**config.mk**
```make
export PLATFORM = sky130hd
export DESIGN_NAME = xcvr_chan_rst_seq
export DESIGN_NICKNAME = d
export VERILOG_FILES = /design/src/rtl/xcrs_pkg.sv /design/src/rtl/xcrs_sync.sv /design/src/rtl/xcrs_interval_timer.sv /design/src/rtl/xcvr_chan_rst_seq.sv
export SDC_FILE = /design/constraint.sdc
export NUM_CORES = 1
export LEC_CHECK = 0
export BUFFER_PORTS_ARGS = -buffer_cell sky130_fd_sc_hd__buf_2
export CORE_MARGIN = 2
export CORE_UTILIZATION = 58
export CTS_CLUSTER_SIZE = 25
export DETAILED_ROUTE_END_ITERATION = 10
export PLACE_DENSITY = 0.77
export SLEW_MARGIN = 20
export SYNTH_ARGS = -nofsm -noshare
export SYNTH_HDL_FRONTEND = slang
export SYNTH_HIERARCHICAL = 1
export SYNTH_SLANG_ARGS = --single-unit
```
**constraint.sdc**
```tcl
create_clock -name clk -period 3.78 [get_ports clk]
set_clock_uncertainty 0.15 [all_clocks]
set_input_delay 0.756 -clock clk [delete_from_list [all_inputs] [get_ports clk]]
set_output_delay 0.756 -clock clk [all_outputs]
set_load 0.02 [all_outputs]
```
**src/rtl/xcrs_pkg.sv**
```systemverilog
package xcrs_pkg;

   typedef enum logic [2:0] {
      ST_PWRDN    = 3'd0,
      ST_TXLOCK   = 3'd1,
      ST_BUSY     = 3'd2,
      ST_GAP      = 3'd3,
      ST_RXLOCK   = 3'd4,
      ST_REFHOLD  = 3'd5,
      ST_DATAHOLD = 3'd6,
      ST_RUN      = 3'd7
   } seq_st_t;

   typedef struct packed {
      logic pwrdn;
      logic tx_rst;
      logic rxa_rst;
      logic rxd_rst;
      logic lock_ref;
      logic lock_data;
   } ctl_t;

   localparam ctl_t CTL_SAFE = '{pwrdn: 1'b1, tx_rst: 1'b1, rxa_rst: 1'b1,
                                 rxd_rst: 1'b1, lock_ref: 1'b1, lock_data: 1'b0};

   // ceil(ns * hz / 1e9), never below one cycle
   function automatic int unsigned ns_to_cycles(input int unsigned hz, input int unsigned ns);
      longint unsigned prod;
      longint unsigned cyc;
      prod = longint'(ns) * longint'(hz);
      cyc  = (prod + 64'd999_999_999) / 64'd1_000_000_000;
      if (cyc == 64'd0) cyc = 64'd1;
      return cyc[31:0];
   endfunction

   function automatic int unsigned max2(input int unsigned a, input int unsigned b);
      return (a > b) ? a : b;
   endfunction

   function automatic ctl_t ctl_for(input seq_st_t s);
      ctl_t c;
      c = CTL_SAFE;
      if (s != ST_PWRDN) c.pwrdn = 1'b0;
      if (s inside {ST_BUSY, ST_GAP, ST_RXLOCK, ST_REFHOLD, ST_DATAHOLD, ST_RUN}) c.tx_rst = 1'b0;
      if (s inside {ST_RXLOCK, ST_REFHOLD, ST_DATAHOLD, ST_RUN}) c.rxa_rst = 1'b0;
      if (s inside {ST_DATAHOLD, ST_RUN}) begin
         c.lock_ref  = 1'b0;
         c.lock_data = 1'b1;
      end
      if (s == ST_RUN) c.rxd_rst = 1'b0;
      return c;
   endfunction

endpackage

```
**src/rtl/xcrs_sync.sv**
```systemverilog
module xcrs_sync #(
   parameter int unsigned         WIDTH   = 3,
   parameter int unsigned         STAGES  = 2,
   parameter logic [WIDTH-1:0]    RST_VAL = '0
) (
   input  logic             clk,
   input  logic             arst,
   input  logic [WIDTH-1:0] d,
   output logic [WIDTH-1:0] q
);

   generate
      if (STAGES == 0) begin : g_bypass
         assign q = d;
      end else begin : g_chain
         logic [WIDTH-1:0] stage [STAGES+1];
         assign stage[0] = d;
         for (genvar i = 1; i <= STAGES; i++) begin : g_stage
            always_ff @(posedge clk or posedge arst) begin
               if (arst) stage[i] <= RST_VAL;
               else      stage[i] <= stage[i-1];
            end
         end
         assign q = stage[STAGES];
      end
   endgenerate

endmodule

```
**src/rtl/xcrs_interval_timer.sv**
```systemverilog
module xcrs_interval_timer #(
   parameter int unsigned W         = 11,
   parameter int unsigned RST_COUNT = 0
) (
   input  logic         clk,
   input  logic         arst,
   input  logic         load,
   input  logic [W-1:0] load_val,
   output logic         expired
);

   logic [W-1:0] cnt;

   always_ff @(posedge clk or posedge arst) begin
      if (arst)            cnt <= W'(RST_COUNT);
      else if (load)       cnt <= load_val;
      else if (cnt != '0)  cnt <= cnt - 1'b1;
   end

   assign expired = (cnt == '0);

   AST_TMR_COUNTS_DOWN: assert property (@(posedge clk) disable iff (arst)
      (!load && !expired) |=> (cnt == $past(cnt) - 1'b1));

   AST_TMR_HOLDS_ZERO: assert property (@(posedge clk) disable iff (arst)
      (!load && expired) |=> expired);

endmodule

```
**src/rtl/xcvr_chan_rst_seq.sv**
```systemverilog
module xcvr_chan_rst_seq #(
   parameter int unsigned CLK_HZ         = 125_000_000,
   parameter int unsigned PWRDN_NS       = 1000,
   parameter int unsigned REF_TRAIN_NS   = 15000,
   parameter int unsigned DATA_SETTLE_NS = 4000,
   parameter int unsigned GAP_CYCLES     = 2,
   parameter int unsigned SYNC_STAGES    = 2
) (
   input  logic clk,
   input  logic arst,
   input  logic tx_pll_lock,
   input  logic rx_pll_lock,
   input  logic reconfig_busy,
   output logic pll_pwrdn,
   output logic tx_dig_rst,
   output logic rx_ana_rst,
   output logic rx_dig_rst,
   output logic cdr_lock_ref,
   output logic cdr_lock_data
);
   import xcrs_pkg::*;

   localparam int unsigned PD_CYC   = ns_to_cycles(CLK_HZ, PWRDN_NS);
   localparam int unsigned REF_CYC  = ns_to_cycles(CLK_HZ, REF_TRAIN_NS);
   localparam int unsigned DATA_CYC = ns_to_cycles(CLK_HZ, DATA_SETTLE_NS);
   localparam int unsigned MAX_CYC  = max2(max2(PD_CYC, REF_CYC), max2(DATA_CYC, GAP_CYCLES));
   localparam int unsigned TW       = (MAX_CYC < 2) ? 1 : $clog2(MAX_CYC);

   generate
      if (CLK_HZ == 0) begin : g_chk_hz
         $error("CLK_HZ must be non-zero");
      end
      if (GAP_CYCLES < 1) begin : g_chk_gap
         $error("GAP_CYCLES must be at least one");
      end
      if (SYNC_STAGES > 4) begin : g_chk_sync
         $error("SYNC_STAGES above four is not supported");
      end
   endgenerate

   // status synchronizers: {busy, rx lock, tx lock}; busy resets to "busy"
   logic [2:0] stat_s;
   logic       txl_s, rxl_s, busy_s;

   xcrs_sync #(.WIDTH(3), .STAGES(SYNC_STAGES), .RST_VAL(3'b100)) u_sync (
      .clk  (clk),
      .arst (arst),
      .d    ({reconfig_busy, rx_pll_lock, tx_pll_lock}),
      .q    (stat_s)
   );
   assign txl_s  = stat_s[0];
   assign rxl_s  = stat_s[1];
   assign busy_s = stat_s[2];

   // sequence state
   seq_st_t      st, nxt;
   logic         tmr_done, tmr_load, tx_armed;
   logic [TW-1:0] tmr_val;

   xcrs_interval_timer #(.W(TW), .RST_COUNT(PD_CYC - 1)) u_tmr (
      .clk      (clk),
      .arst     (arst),
      .load     (tmr_load),
      .load_val (tmr_val),
      .expired  (tmr_done)
   );

   assign tx_armed = (st != ST_PWRDN) && (st != ST_TXLOCK);

   always_comb begin
      nxt = st;
      unique case (st)
         ST_PWRDN:    if (tmr_done) nxt = ST_TXLOCK;
         ST_TXLOCK:   if (txl_s)    nxt = ST_BUSY;
         ST_BUSY:     if (!busy_s)  nxt = ST_GAP;
         ST_GAP:      if (tmr_done) nxt = ST_RXLOCK;
         ST_RXLOCK:   if (rxl_s)    nxt = ST_REFHOLD;
         ST_REFHOLD:  if (tmr_done) nxt = ST_DATAHOLD;
         ST_DATAHOLD: if (tmr_done) nxt = ST_RUN;
         ST_RUN:      nxt = ST_RUN;
         default:     nxt = ST_PWRDN;
      endcase
      if (tx_armed && !txl_s) nxt = ST_PWRDN;
   end

   assign tmr_load = (nxt != st);

   always_comb begin
      unique case (nxt)
         ST_PWRDN:    tmr_val = TW'(PD_CYC - 1);
         ST_GAP:      tmr_val = TW'(GAP_CYCLES - 1);
         ST_REFHOLD:  tmr_val = TW'(REF_CYC - 1);
         ST_DATAHOLD: tmr_val = TW'(DATA_CYC - 1);
         default:     tmr_val = '0;
      endcase
   end

   // state and outputs registered together from the next state
   ctl_t ctl_q;

   always_ff @(posedge clk or posedge arst) begin
      if (arst) begin
         st    <= ST_PWRDN;
         ctl_q <= CTL_SAFE;
      end else begin
         st    <= nxt;
         ctl_q <= ctl_for(nxt);
      end
   end

   assign pll_pwrdn     = ctl_q.pwrdn;
   assign tx_dig_rst    = ctl_q.tx_rst;
   assign rx_ana_rst    = ctl_q.rxa_rst;
   assign rx_dig_rst    = ctl_q.rxd_rst;
   assign cdr_lock_ref  = ctl_q.lock_ref;
   assign cdr_lock_data = ctl_q.lock_data;

   AST_PWRDN_HOLDS_ALL: assert property (@(posedge clk) disable iff (arst)
      pll_pwrdn |-> (tx_dig_rst && rx_ana_rst && rx_dig_rst && cdr_lock_ref && !cdr_lock_data));

   AST_TX_NEEDS_LOCK: assert property (@(posedge clk) disable iff (arst)
      $fell(tx_dig_rst) |-> $past(txl_s));

   AST_RXA_AFTER_TX: assert property (@(posedge clk) disable iff (arst)
      !rx_ana_rst |-> !tx_dig_rst);

   AST_RXA_NEEDS_IDLE: assert property (@(posedge clk) disable iff (arst)
      $fell(rx_ana_rst) |-> !$past(busy_s, 1 + GAP_CYCLES));

   AST_CDR_ONE_MODE: assert property (@(posedge clk) disable iff (arst)
      $onehot({cdr_lock_ref, cdr_lock_data}));

   AST_DATA_NEEDS_RXLOCK: assert property (@(posedge clk) disable iff (arst)
      $rose(cdr_lock_data) |-> !rx_ana_rst);

   AST_RXD_LAST: assert property (@(posedge clk) disable iff (arst)
      !rx_dig_rst |-> (!pll_pwrdn && !tx_dig_rst && !rx_ana_rst && cdr_lock_data));

   AST_TXLOSS_RESTART: assert property (@(posedge clk) disable iff (arst)
      (tx_armed && !txl_s) |=> (pll_pwrdn && tx_dig_rst && rx_ana_rst && rx_dig_rst));

endmodule

```
======== Word level (Yosys, flattened, before mapping) ========
Cells that the tools add are included.
W data, S select, Z words.
word-level totals
  bits of input ports ..................... 5
  output and inout port bits .............. 6
  word-level logic and storage cells ...... 56
  bits in registers ....................... 26
cells by class
  equality and inequality tests ........... 15
  reductions and logical operators ........ 13
  add/sub/neg operators ................... 1
  mux-type cells .......................... 17
operators by type and width
  kind                     number
  $pmux W11 S4             1
  $eq A3 B3 Y1 const B     8
  $mux W3                  8
  $pmux W3 S8              1
  $mux W11                 2
  $eq A3 B2 Y1 const B     4
  $logic_not A11 Y1        1
  $reduce_bool A11 Y1      1
  $sub A11 B1 Y11 const B  1
  $logic_not A3 Y1         2
  $reduce_bool A3 Y1       2
  $reduce_bool A6 Y1       1
  $mux W1                  4
  $reduce_bool A2 Y1       2
  $reduce_bool A4 Y1       1
  $eq A3 B1 Y1 const B     1
  $ne A3 B1 Y1 const B     1
  $ne A3 B3 Y1             1
  $logic_and A1 B1 Y1      2
  $mux W2                  1
  $logic_not A1 Y1         1

======== Longest topological paths before layout ========
  word-level depth ........................ 7
  depth in mapped cells ................... 12
  gate-level depth less buffers ........... 10

======== By module ========
Netlist, hierarchy kept.
modules (own cells, without submodules)
  module               cells an instance  seq. area each (µm²)  times used  area an instance (µm²)
  xcrs_interval_timer  63                 281.5                 1           630.6
  xcvr_chan_rst_seq    78                 231.5                 1           628.1
  xcrs_sync            10                 152.6                 1           178.9

======== Least setup slack after synthesis ========
No wires, ideal clock.
  kind .................................... reg-to-reg
  start ................................... register u_tmr.cnt[0]
  end ..................................... register u_tmr.cnt[1]
  cell stages (with the launch flop) ...... 12
  setup time .............................. 125 ps
  clock period less this slack ............ 2,896 ps
  slack ................................... 884 ps
  data arrival time ....................... 2,621 ps
  cell sequence ........................... dfrtp_1 > inv_1 > ha_1 > or4b_1 > buf_2 > nor4_1 > buf_2 > o22a_1 > o22ai_1 > a21oi_1 > clkbuf_1 > mux2_2
between the ends
  elaborated cells between the ends (all ways) .. 18
RTL lines
  element                                                line                       text
  start, declared                                        xcrs_interval_timer.sv:12  logic [W-1:0] cnt;
  start signal, assigned                                 xcrs_interval_timer.sv:15  if (arst) cnt <= W'(RST_COUNT);
  start signal, assigned                                 xcrs_interval_timer.sv:16  else if (load) cnt <= load_val;
  start signal, assigned                                 xcrs_interval_timer.sv:17  else if (cnt != '0) cnt <= cnt - 1'b1;
  $logic_not A11 Y1 (*)                                  xcrs_interval_timer.sv:20  assign expired = (cnt == '0);
  named net tmr_done                                     xcvr_chan_rst_seq.sv:57    logic tmr_done, tmr_load, tx_armed;
  $mux W3, on equally long branches                      --
  $pmux W3 S8 (*)                                        xcvr_chan_rst_seq.sv:72    unique case (st)
  $mux W3 (*)                                            xcvr_chan_rst_seq.sv:83    if (tx_armed && !txl_s) nxt = ST_PWRDN;
  $ne A3 B3 Y1 (*)                                       xcvr_chan_rst_seq.sv:86    assign tmr_load = (nxt != st);
  named net tmr_load                                     xcvr_chan_rst_seq.sv:57
  $mux W11 / $reduce_bool A2 Y1 (equally long branches)  --
The timed path passes the listed nets; every way through them passes the cells marked *. The select of a mux whose other input is x is not followed.
A chain may end at the register's enable or synchronous reset.

======== Worst setup path in the final report ========
  start ................................... register u_tmr.cnt[0]
  end ..................................... register u_tmr.cnt[6]
Same word-level chain as after synthesis.

==> reports/summary.txt <==
synth unique cells: 39
Seq cells post-synth: 26
fin cells: 183
fin. max-slew vios: 0
CTS root buf: clkbuf_4
Worst path most repeated cell: buf_4
global route total overflow: 0
CTS Buffer Depth: 2
Synth Net Count: 157
row count: 18
via count: 1059
logic gate share of total power: 34.3%
Area contributors post-synth: dfrtp_1, dfstp_2, nand2_1
CTS Buf Count: 3
Die Area: 2890 um2
PwrDens: 577 nW/um2
GRT Total Usage: 21.3%
initial core utilization: 59.7%
Peak Freq: 336 MHz
CTS tree: done
Lkg Pwr: 0.587 nW
Final setup viols: 0
I/O Buffers: 10
DIE HEIGHT: 53.8 um
Seq pwr share: 51.7%
worst slack at placement: 0.852 ns
worst-margin pin slew: 0.635 ns
Worst-path clk slew: 0.14 ns
GP Congestion: 0.816
Nets: 160
post-detail-place hpwl: 1960 um
Yosys Warn Count: 6
area taken by multi-input logic gates: 654 um2
first-pass GRT wire length: 4370 um
number of antenna violations at the first check in global routing: 0
Critical Path AT: 3.06 ns
top cell type's share of synthesized area: 24.4%
post-route antenna net violation count: 0
detailed router's first-iteration violation count: 28
setup TNS: 0 ns
post-cts resize count: 0
Crit path largest cell delay: 0.59 ns
sequential area share after synthesis: 46.3%
Int Power: 550 uW
Critical Path RT: 3.86 ns
switching share of power: 35.9%
startpoint types: register
area delta synth->final: 3.39%
worst-path fanout max: 16
average wire per cell in the routed design: 14.7 um
Gate Count Post-Synth: 151
Inst Count DP: 179
setup ws final: 0.802 ns
Clock Power Share: 14.1%
CP bufs+invs: 3
Max VDD drop: 0.404 mV
Min Hold Slack: 0.180 ns
area leader, netlist: dfrtp_1
Rel. slew slack: 57.3%
Die X: 53.8 um
Largest delay share family, worst path: simple AND/OR/NAND/NOR gates
Skew-Pair Late Insertion Delay: 0.32 ns
vias in the first global route: 977
wirelength, routed: 2690 um
critical path class: reg2reg
share of layout cells above drive strength 1: 20.9%
CP max-delay cell: or4b_1
storage element area: 666 um2
Vias/cell: 5.79
crit path cell chain: inv_1 -> ha_1 -> or4b_1 -> nor4_1 -> buf_4 -> o22a_1 -> o22ai_1 -> a21oi_1 -> buf_4 -> nand2_1 -> o31ai_1
DRC viols: 0
Hold Fails Final Rpt: 0
fin util: 61.7%
Reg2Reg Setup Slack: 0.80 ns
largest net degree at the start of global routing: 21
hold_buf cts: 0
1st-pass router iterations: 5
Synth Area per Inst: 9.52 um2
RSZ-0062 raised after global routing: no
crit end category: register
mapped cell area: 1440 um2
hold crit path type: in2async
Core ar.: 2410 um2
Max-Cap Viols: 0
run status: finished clean
setup bufs post-CTS: 0
ant diodes: 0
H-tree depth reported by CTS: 1
I/O pin total: 11
NetSw: 308 uW
Final period util: 78.8%
FILL cells: 191
Clock Sinks: 26
crit path time final: 2.98 ns
## cells by family (layout without fill, tap and decap cells)
kind of cell / after synthesis / in the layout / synth area share (%)
simple gates: 47 / 47 / 17.4
buf+inv: 24 / 26 / 8.18
flops: 26 / 26 / 46.3
xor+xnor: 8 / 8 / 4.87
compound gates: 42 / 42 / 20.1
mux: 3 / 3 / 2.26
fa+ha+maj: 1 / 1 / 0.870
## sequential cells by signal, summed over array words and instances (netlist names)
register,count
cdr_lock_ref,1
rx_dig_rst,1
rx_ana_rst,1
u_tmr/cnt,11
st,3
cdr_lock_data,1
tx_dig_rst,1
pll_pwrdn,1
u_sync/g_chain.stage,3
u_sync/q,3
## layer usage
| metal | wire length, um | up-vias | global-route usage [%] |
|---|---|---|---|
| met4 | 40 | 0 | 9.83 |
| met2 | 1320 | 24 | 36.4 |
| li1 | - | 524 | - |
| met1 | 1250 | 506 | 26.7 |
| met3 | 84 | 5 | 2.50 |
| met5 | 0 | - | 0 |
## worst register-to-register path: stages (launching register included)
cell and delay [ns]:
dfrtp_1 0.40, inv_1 0.10, ha_1 0.20, or4b_1 0.59
nor4_1 0.22, buf_4 0.21, o22a_1 0.14, o22ai_1 0.07
a21oi_1 0.37, buf_4 0.28, nand2_1 0.08, o31ai_1 0.08
## through the flow
stage	area (um2)	power, mW
finish	1490	0.858
global route	1490	0.923
CTS	1490	0.863
detailed placement	1460	0.741
global placement	1460	0.733
floorplan	1440	0.678
## Yosys cell counts, drive strengths merged
library cell / count
o22a: 2
o21bai: 1
o21ai: 12
ha: 1
or3b: 2
nor2: 12
nand3: 1
o211ai: 1
and3: 1
a21oi: 5
o22ai: 2
buf: 9
clkbuf: 5
xor2: 3
o21a: 3
o31ai: 8
nor4: 3
inv: 10
a211oi: 1
o221ai: 1
dfrtp: 14
nand2b: 3
nand2: 17
a221o: 1
dfstp: 12
or4b: 2
nor3: 4
mux2i: 1
xnor2: 5
and3b: 1
or4: 1
a21o: 2
o32ai: 1
o2111a: 1
mux2: 2
a21boi: 1
## cells in the final DEF (no fill, tap or decap), drive strengths merged, types with 3 or more instances in the layout
cell	n
dfrtp	14
a21oi	5
o31ai	8
xor2	3
o21a	3
xnor2	5
inv	10
buf	12
o21ai	12
nor3	4
nor4	3
nand2	17
dfstp	12
clkbuf	4
nand2b	3
nor2	12
## area by class of cell
| type | instances | area share (%) |
|---|---|---|
| clock buffer | 4 | 1.77 |
| inverter | 10 | 2.53 |
| multi-input combinational | 101 | 44.0 |
| sequential | 26 | 44.8 |
| tap | 30 | 2.53 |
| timing repair buffer | 12 | 4.38 |
## path summary, 6_finish.rpt
path / cells past startpoint / startpoint / end
min reg2reg: 0 / u_sync/g_chain.stage[5] / u_sync/q[2]
max reg2reg: 11 / u_tmr/cnt[0] / u_tmr/cnt[6]
min: 2 / arst / u_sync/g_chain.stage[3]
max: 11 / u_tmr/cnt[0] / u_tmr/cnt[6]
min in group clk: 0 / u_sync/g_chain.stage[5] / u_sync/q[2]
max in group asynchronous: 2 / arst / u_tmr/cnt[6]
## power groups by stage
stage / Clock [mW] / Combinational [mW] / Sequential, mW
6_report: 0.121 / 0.294 / 0.443
5_1_grt: 0.137 / 0.336 / 0.451
4_1_cts: 0.125 / 0.296 / 0.442
3_5_place_dp: 0 / 0.295 / 0.446
3_3_place_gp: 0 / 0.288 / 0.444
2_1_floorplan: 0 / 0.257 / 0.422
(Power assumes the default switching activity.)
